<file path="src/rtl/tod_pkg.sv">
package tod_pkg;
  localparam int SEC_MOD = 60;
  localparam int MIN_MOD = 60;
  localparam int HR_MOD  = 24;
  localparam int SEC_W   = $clog2(SEC_MOD);
  localparam int MIN_W   = $clog2(MIN_MOD);
  localparam int HR_W    = $clog2(HR_MOD);
  localparam int NUM_BTN = 2;
  localparam int BTN_MIN = 0;
  localparam int BTN_HR  = 1;
endpackage

</file>
<file path="src/rtl/tod_btn_sync.sv">
module tod_btn_sync #(
  parameter int STAGES = 2
) (
  input  logic clk,
  input  logic rst_n,
  input  logic btn_n,
  output logic pressed
);
  logic [STAGES-1:0] stage_q;
  logic [STAGES-1:0] stage_d;

  generate
    for (genvar s = 0; s < STAGES; s++) begin : g_stage
      if (s == 0) begin : g_first
        assign stage_d[s] = btn_n;
      end else begin : g_rest
        assign stage_d[s] = stage_q[s-1];
      end
    end
  endgenerate

  always_ff @(posedge clk or negedge rst_n) begin
    if (!rst_n) stage_q <= '1;
    else        stage_q <= stage_d;
  end

  assign pressed = ~stage_q[STAGES-1];
endmodule

</file>
<file path="src/rtl/tod_mod_counter.sv">
module tod_mod_counter #(
  parameter int MODULUS = 60,
  parameter int W       = $clog2(MODULUS)
) (
  input  logic         clk,
  input  logic         rst_n,
  input  logic         clr,
  input  logic         en,
  output logic [W-1:0] value,
  output logic         wrap
);
  localparam logic [W-1:0] TOP = W'(MODULUS - 1);

  logic [W-1:0] value_q;
  logic [W-1:0] value_d;
  logic         at_top;

  assign at_top = (value_q == TOP);
  assign wrap   = en && !clr && at_top;

  always_comb begin
    value_d = value_q;
    if (clr)         value_d = '0;
    else if (en) begin
      if (at_top)    value_d = '0;
      else           value_d = value_q + W'(1);
    end
  end

  always_ff @(posedge clk or negedge rst_n) begin
    if (!rst_n) value_q <= '0;
    else        value_q <= value_d;
  end

  assign value = value_q;

  AST_CNT_RANGE: assert property (@(posedge clk) disable iff (!rst_n)
    value < W'(MODULUS));
  AST_WRAP_TO_ZERO: assert property (@(posedge clk) disable iff (!rst_n)
    wrap |=> (value == '0));
  AST_CLR_ZERO: assert property (@(posedge clk) disable iff (!rst_n)
    clr |=> (value == '0));
  AST_IDLE_STABLE: assert property (@(posedge clk) disable iff (!rst_n)
    (!en && !clr) |=> $stable(value));
endmodule

</file>
<file path="src/rtl/tod_set_ctrl.sv">
module tod_set_ctrl (
  input  logic set_min,
  input  logic set_hr,
  input  logic sec_tick,
  input  logic set_tick,
  input  logic sec_carry,
  input  logic min_carry,
  output logic sec_clr,
  output logic sec_en,
  output logic min_en,
  output logic hr_en
);
  always_comb begin
    sec_clr = set_min || set_hr;
    sec_en  = sec_tick;
    if (set_min) min_en = set_tick;
    else         min_en = sec_carry;
    if (set_min)     hr_en = 1'b0;
    else if (set_hr) hr_en = set_tick;
    else             hr_en = min_carry;
  end
endmodule

</file>
<file path="src/rtl/tod_counter_chain.sv">
module tod_counter_chain
  import tod_pkg::*;
#(
  parameter int SYNC_STAGES = 2
) (
  input  logic             clk,
  input  logic             rst_n,
  input  logic             sec_tick,
  input  logic             set_tick,
  input  logic             set_min_n,
  input  logic             set_hr_n,
  output logic [SEC_W-1:0] seconds,
  output logic [MIN_W-1:0] minutes,
  output logic [HR_W-1:0]  hours,
  output logic             sec_wrap
);
  logic [NUM_BTN-1:0] btn_raw_n;
  logic [NUM_BTN-1:0] btn_q;
  logic sec_clr, sec_en, min_en, hr_en;
  logic sec_carry, min_carry, hr_carry;

  assign btn_raw_n[BTN_MIN] = set_min_n;
  assign btn_raw_n[BTN_HR]  = set_hr_n;

  generate
    for (genvar b = 0; b < NUM_BTN; b++) begin : g_btn
      tod_btn_sync #(.STAGES(SYNC_STAGES)) i_sync (
        .clk     (clk),
        .rst_n   (rst_n),
        .btn_n   (btn_raw_n[b]),
        .pressed (btn_q[b])
      );
    end
  endgenerate

  tod_set_ctrl i_ctrl (
    .set_min   (btn_q[BTN_MIN]),
    .set_hr    (btn_q[BTN_HR]),
    .sec_tick  (sec_tick),
    .set_tick  (set_tick),
    .sec_carry (sec_carry),
    .min_carry (min_carry),
    .sec_clr   (sec_clr),
    .sec_en    (sec_en),
    .min_en    (min_en),
    .hr_en     (hr_en)
  );

  tod_mod_counter #(.MODULUS(SEC_MOD), .W(SEC_W)) i_sec (
    .clk (clk), .rst_n (rst_n), .clr (sec_clr), .en (sec_en),
    .value (seconds), .wrap (sec_carry)
  );

  tod_mod_counter #(.MODULUS(MIN_MOD), .W(MIN_W)) i_min (
    .clk (clk), .rst_n (rst_n), .clr (1'b0), .en (min_en),
    .value (minutes), .wrap (min_carry)
  );

  tod_mod_counter #(.MODULUS(HR_MOD), .W(HR_W)) i_hr (
    .clk (clk), .rst_n (rst_n), .clr (1'b0), .en (hr_en),
    .value (hours), .wrap (hr_carry)
  );

  assign sec_wrap = sec_carry;

  AST_WRAP_ADVANCES_MIN: assert property (@(posedge clk) disable iff (!rst_n)
    (sec_wrap && minutes != MIN_W'(MIN_MOD-1)) |=> (minutes == $past(minutes) + MIN_W'(1)));
  AST_SET_HOLDS_SEC: assert property (@(posedge clk) disable iff (!rst_n)
    (btn_q != '0) |-> !sec_wrap);
  AST_MIN_IGNORES_TICK: assert property (@(posedge clk) disable iff (!rst_n)
    (btn_q[BTN_MIN] && !set_tick) |=> $stable(minutes));
  AST_HOUR_FROZEN: assert property (@(posedge clk) disable iff (!rst_n)
    btn_q[BTN_MIN] |=> $stable(hours));
  AST_HR_SET_ONLY_FAST: assert property (@(posedge clk) disable iff (!rst_n)
    (btn_q[BTN_HR] && !set_tick) |=> $stable(hours));
  AST_DAY_WRAP: assert property (@(posedge clk) disable iff (!rst_n)
    (hr_carry && !btn_q[BTN_HR]) |=> (hours == '0 && minutes == '0));
endmodule

</file>
<file path="config.mk">
export PLATFORM = sky130hd
export DESIGN_NAME = tod_counter_chain
export DESIGN_NICKNAME = d
export VERILOG_FILES = /design/src/rtl/tod_pkg.sv /design/src/rtl/tod_btn_sync.sv /design/src/rtl/tod_mod_counter.sv /design/src/rtl/tod_set_ctrl.sv /design/src/rtl/tod_counter_chain.sv
export SDC_FILE = /design/constraint.sdc
export NUM_CORES = 1
export LEC_CHECK = 0
export ABC_AREA = 1
export BUFFER_PORTS_ARGS = -buffer_cell sky130_fd_sc_hd__buf_4
export CORE_ASPECT_RATIO = 1.75
export CORE_UTILIZATION = 46
export DETAILED_ROUTE_END_ITERATION = 6
export PLACE_DENSITY = 0.69
export SYNTH_ARGS = -nofsm -noshare
export SYNTH_HDL_FRONTEND = slang
export SYNTH_SLANG_ARGS = --single-unit
</file>
<file path="constraint.sdc">
create_clock -name clk -period 1.81 [get_ports clk]
set_input_delay 0.0905 -clock clk [delete_from_list [all_inputs] [get_ports clk]]
set_output_delay 0.0905 -clock clk [all_outputs]
set_load 0.01 [all_outputs]
</file>
==> results.json, run 1 <==
{
  "tritoncts": "done",
  "synth_warnings": 0,
  "fill_cells": 215,
  "synth_fp_nets": 137,
  "finalSetupTns_ns": 0,
  "wl_per_cell_microns": 12.0,
  "met3RoutedLength_microns": 64,
  "htreeDepth": 1,
  "drt-met1-wl_microns": 864,
  "antennaDiodeCount": 0,
  "drc": 0,
  "cts_made_buffers": 3,
  "core_area_sq_um": 2300,
  "period_needed_ns": 1.56,
  "via_count": 941,
  "cap_viol_max_count": 0,
  "place.gp.congestion": 0.747,
  "post_dp_cell_area_sq_um": 1330,
  "drtIter0Drc": 23,
  "clock_latency_ns": 0.26,
  "antenna_left": 0,
  "fp.dieW_microns": 39.4,
  "io_buffers": 23,
  "place_inst": 176,
  "syn_to_final_growth_pct": 24.9,
  "yosysSeqAreaShare": 0.471,
  "postCtsSetupRepairBufs": 0,
  "worst_slew_pin_slew_ns": 0.337,
  "pwr_density_cell_nw_per_um2": 1070,
  "status": "finished clean",
  "slew_headroom": 0.774,
  "ff2ff_path_depth": 10,
  "fin_skew_ns": 0.00154,
  "grt_pass1_wl_microns": 3640,
  "fin_crit_sh": 0.861,
  "drive_above_1_share": 0.291,
  "grt-ovfl-total": 0,
  "grt_start_max_net_pins": 22,
  "finalHoldViolations": 0,
  "finalNonFillerCells": 183,
  "syn_avg_cell_area_sq_um": 8.80,
  "ctsRootBufferMaster": "clkbuf_8",
  "syn_area_sq_um": 1130,
  "stdcell_area_sq_um": 1410,
  "crit_type": "reg -> reg",
  "critical_path_required_ns": 1.96,
  "grt_usage": 0.194,
  "first_pass_iters": 4,
  "antenna_found_initial": 0,
  "startpoint_type": "register",
  "crit_path_end_kind": "register",
  "cp_max_fo": 10,
  "routed_wirelength_microns": 2190,
  "finalNetCount": 168,
  "worstHoldPathCells": 4,
  "cellLeakagePower_nw": 0.714,
  "maxUsedRoutingLayer": "met4",
  "die_area_sq_um": 2660,
  "synth_cells": 128,
  "yosys_register_bits": 21,
  "cts_resized": 0,
  "hp-class": "in -> reg",
  "post-dp-hpwl_microns": 1680,
  "route.met2.wl_microns": 1230,
  "row_count": 23,
  "max_freq_ghz": 0.641,
  "avgViaCountPerCell": 5.14,
  "timing.final.max_slew_violations": 0,
  "setup_violations": 0,
  "rsz0062_at_grt": "false",
  "ys_types": 25,
  "arrival_ns": 1.71,
  "cts_buffer_depth": 2,
  "hold_slack_ns": 0.163,
  "pin_count": 24,
  "clock-sinks": 21,
  "grt_pass1_vias": 909,
  "start_util": 0.489,
  "path_clk_slew_ns": 0.08,
  "irDropWorstVdd_v": 0.000607,
  "die_h_microns": 67.5
}
[power breakdown]
group | switching, mW | internal [mW]
Combinational | 0.269 | 0.235
Clock | 0.149 | 0.153
Sequential | 0.121 | 0.570
Total | 0.540 | 0.958
[stage by stage]
stage	setup WS (ns)	utilization	total power [mW]
6_report	0.251	0.611	1.50
5_1_grt	0.115	0.611	1.62
4_1_cts	0.241	0.611	1.52
3_5_place_dp	0.267	0.578	1.21
3_3_place_gp	0.334	0.578	1.19
2_1_floorplan	0.350	-	0.976
[Yosys cell counts]
master | count | share of area
o22ai_1 | 2 | 0.011
o21a_1 | 1 | 0.0067
nand2_8 | 1 | 0.018
nor3_1 | 1 | 0.0044
dfstp_2 | 4 | 0.093
xnor2_1 | 1 | 0.0078
nor2_1 | 10 | 0.033
nand3_1 | 13 | 0.058
nor2_2 | 1 | 0.0056
nand2_4 | 4 | 0.040
nand2_2 | 2 | 0.011
o21ai_1 | 5 | 0.022
nor2_4 | 2 | 0.020
nand3_2 | 1 | 0.0089
o21ai_2 | 1 | 0.0078
nor3_4 | 1 | 0.014
xor2_1 | 4 | 0.031
inv_2 | 2 | 0.0067
inv_1 | 15 | 0.050
dfrtp_1 | 17 | 0.38
ha_1 | 3 | 0.033
a21oi_1 | 4 | 0.018
nand2_1 | 27 | 0.090
nand4_1 | 4 | 0.022
o21ai_0 | 2 | 0.0089
[critical path: stages (launching register included)]
cell and delay, ns:
dfrtp_1 0.43, ha_1 0.25, nand3_2 0.14, nor2_4 0.12
nand2_4 0.08, nand2_8 0.09, nand2_4 0.06, nand2_4 0.10
nand2_4 0.06, nand2_1 0.07, nand2_1 0.05
[sequential cells by signal (all words and copies together) (netlist names)]
signal,flops
g_btn.i_sync.stage_q,4
i_hr.value,5
i_min.value,6
i_sec.value,6
[area by class of cell]
class | instances | area, sq um | area share
clock buffers | 3 | 41.3 | 0.0294
clock inverters | 1 | 5.00 | 0.00356
inverters | 17 | 63.8 | 0.0454
multi-input cells | 90 | 532 | 0.378
flip-flops and latches | 21 | 531 | 0.377
well taps | 25 | 31.3 | 0.0222
repair buffers | 26 | 203 | 0.144
[logic make-up (layout without fill, tap and decap cells)]
kind of cell / after synthesis / count (layout) / share of synthesized area
AND/OR/NAND/NOR: 67 / 67 / 0.326
flip-flops: 21 / 21 / 0.471
adder cells (fa/ha/maj): 3 / 3 / 0.0333
XOR/XNOR: 5 / 5 / 0.0389
AO/OA/AOI/OAI: 15 / 15 / 0.0744
buffers and inverters: 17 / 47 / 0.0567
[what timing repair did]
action	4_1_cts	5_1_grt
setup endpoints to repair	0	0
endpoints found under the hold margin	23	0
hold buffers	3	0
[routing by layer]
| metal | track usage | vias up |
|---|---|---|
| li1 | - | 478 |
| met1 | 0.203 | 438 |
| met2 | 0.359 | 20 |
| met3 | 0.0296 | 5 |
| met4 | 0.0776 | 0 |
| met5 | 0 | - |
[layout by cell type (no fill, tap or decap), types with 2 or more instances in the layout]
master and count:
a21oi_1 4, buf_4 23, clkbuf_8 3, dfrtp_1 17, dfstp_2 4, dlygate4sd3_1 3
ha_1 3, inv_1 15, inv_2 2, nand2_1 27, nand2_2 2, nand2_4 4
nand3_1 13, nand4_1 4, nor2_1 10, nor2_4 2, o21ai_0 2, o21ai_1 5
o22ai_1 2, xor2_1 4
[final timing paths]
path	end	from	slack, ns
worst max-delay path	i_hr.value[2]	i_sec.value[0]	0.25
worst min-delay path	i_sec.value[3]	sec_tick	0.16
worst max register to register	i_hr.value[2]	i_sec.value[0]	0.25
worst min register to register	g_btn[1].i_sync.stage_q[1]	g_btn[1].i_sync.stage_q[0]	0.36
max in group asynchronous	g_btn[1].i_sync.stage_q[1]	rst_n	1.29
min in group asynchronous	i_min.value[4]	rst_n	0.25
(Power assumes the default switching activity.)
==> run 2: changes to the inputs <==
--- a/config.mk
+++ b/config.mk
@@ -10,7 +10,7 @@
 export CORE_ASPECT_RATIO = 1.75
 export CORE_UTILIZATION = 46
 export DETAILED_ROUTE_END_ITERATION = 6
-export PLACE_DENSITY = 0.69
+export PLACE_DENSITY = 0.72
 export SYNTH_ARGS = -nofsm -noshare
 export SYNTH_HDL_FRONTEND = slang
 export SYNTH_SLANG_ARGS = --single-unit
==> results.json, run 2 (same netlist as run 1, synthesis figures left out) <==
{
  "timing.final.max_slew_violations": 0,
  "startpoint_type": "register",
  "crit_path_end_kind": "register",
  "antenna_left": 0,
  "place_inst": 176,
  "worst_slew_pin_slew_ns": 0.334,
  "path_common_cell": "nand2_4",
  "dp_slack_ns": 0.243,
  "crit_type": "reg -> reg",
  "slowest_stage": "dfrtp_1",
  "finalNonFillerCells": 183,
  "status": "finished clean",
  "final_cell_mix": "nand2_1 (27), buf_4 (23), dfrtp_1 (17)",
  "cts_buffer_depth": 2,
  "ff2ff_path_depth": 10,
  "seqCellArea_sq_um": 531,
  "drc": 0,
  "layout_commonest_cell": "nand2_1",
  "min_to": "i_sec.value[3]",
  "cp_max_fo": 10,
  "postCtsSetupRepairBufs": 0,
  "cpLargestDelayFamily": "simple AND/OR/NAND/NOR gates",
  "slew_headroom": 0.777,
  "grt_start_max_net_pins": 22,
  "hp-class": "in -> reg",
  "finalHoldViolations": 0,
  "wl_per_cell_microns": 12.4,
  "reg2reg_from": "i_sec.value[0]",
  "post-dp-hpwl_microns": 1760,
  "ctsRootBufferMaster": "clkbuf_8",
  "antennaDiodeCount": 0,
  "grt_pass1_wl_microns": 3880,
  "finalNetCount": 168,
  "start_util": 0.489,
  "syn_to_final_growth_pct": 24.9,
  "fill_cells": 212,
  "setup_violations": 0,
  "stdcell_area_sq_um": 1410,
  "path_clk_slew_ns": 0.08,
  "io_buffers": 23,
  "htreeDepth": 1,
  "fin_skew_ns": 0.00822,
  "place.gp.congestion": 0.812,
  "r2r_setup_slack_ns": 0.21,
  "die_h_microns": 67.5,
  "tritoncts": "done",
  "fin_ws_ns": 0.213,
  "pin_count": 24,
  "fin_crit_sh": 0.882,
  "clock-sinks": 21,
  "finalSetupTns_ns": 0,
  "critPathMaxStageDelay_ns": 0.43,
  "period_needed_ns": 1.60,
  "die_area_sq_um": 2660,
  "row_count": 23,
  "core_area_sq_um": 2300,
  "pwr_density_cell_nw_per_um2": 1070,
  "worstHoldPathCells": 4,
  "clock_latency_ns": 0.26,
  "post_dp_cell_area_sq_um": 1330,
  "drtIter0Drc": 23,
  "irDropWorstVdd_v": 0.000519,
  "max_freq_ghz": 0.626,
  "drive_above_1_share": 0.291,
  "first_pass_iters": 4,
  "via_count": 938,
  "fp.dieW_microns": 39.4,
  "cts_made_buffers": 3,
  "rr_endpoint": "i_hr.value[0]",
  "critPathBufInv": 0,
  "avgViaCountPerCell": 5.13,
  "grt-ovfl-total": 0,
  "grt_pass1_vias": 937,
  "arrival_ns": 1.74,
  "critical_path_required_ns": 1.95,
  "worstHoldStart": "sec_tick",
  "grt_usage": 0.208,
  "crit_cells": 10,
  "rsz0062_at_grt": "false",
  "critical_path.cell_chain": "ha_1, nand3_2, nor2_4, nand2_4, nand2_8, nand2_4, nand2_4, nand2_4, nand2_1, nand2_1",
  "multiInputGateArea_sq_um": 532,
  "cellLeakagePower_nw": 0.714,
  "antenna_found_initial": 0,
  "routed_wirelength_microns": 2260,
  "cap_viol_max_count": 0
}
-- run 2: cell counts in the layout (fill, tap and decap cells not counted) --
Identical to the previous run, type by type.
-- run 2: layout make-up --
cell class,count,area share
Inverter,17,0.0454
Clock inverter,1,0.00356
Tap cell,25,0.0222
Clock buffer,3,0.0294
Timing Repair Buffer,26,0.144
Sequential cell,21,0.377
Multi-Input combinational cell,90,0.378
-- run 2: timing repair --
item                      in CTS  in global routing
hold buffers                   3                  0
resized for setup              0                  0
hold endpoints to repair      23                  0
-- run 2: stage by stage --
stage / power [mW] / util / hold WS, ns
finish: 1.50 / 0.611 / 0.155
global route: 1.63 / 0.611 / 0.178
CTS: 1.52 / 0.611 / 0.162
detailed placement: 1.21 / 0.578 / -0.0134
global placement: 1.19 / 0.578 / -0.0140
floorplan: 0.976 / - / -0.205
-- run 2: worst max path at each step --
stage | start | to | slack, ns
finish | i_sec.value[0] | i_hr.value[0] | 0.21
global route | i_sec.value[0] | i_hr.value[0] | 0.1
CTS | i_sec.value[0] | i_hr.value[0] | 0.22
detailed placement | i_sec.value[0] | i_hr.value[0] | 0.24
global placement | i_sec.value[0] | i_hr.value[0] | 0.34
floorplan | i_sec.value[0] | i_hr.value[2] | 0.35
-- run 2: per-layer routing --
| layer | part of all wire | track usage |
|---|---|---|
| met1 | 0.38 | 0.229 |
| met2 | 0.57 | 0.371 |
| met3 | 0.028 | 0.0230 |
| met4 | 0.017 | 0.103 |
| met5 | 0 | 0 |
-- run 2: worst reg2reg max path: stages (launching register included) --
cell,delay [ns]
dfrtp_1,0.43
ha_1,0.25
nand3_2,0.14
nor2_4,0.13
nand2_4,0.09
nand2_8,0.10
nand2_4,0.07
nand2_4,0.10
nand2_4,0.06
nand2_1,0.07
nand2_1,0.05
-- run 2: report_power, final --
part	total [mW]	internal [mW]	leakage [nW]	switching [mW]
registers	0.692	0.570	0.262	0.122
logic	0.508	0.236	0.427	0.272
clock network	0.304	0.153	0.0255	0.151
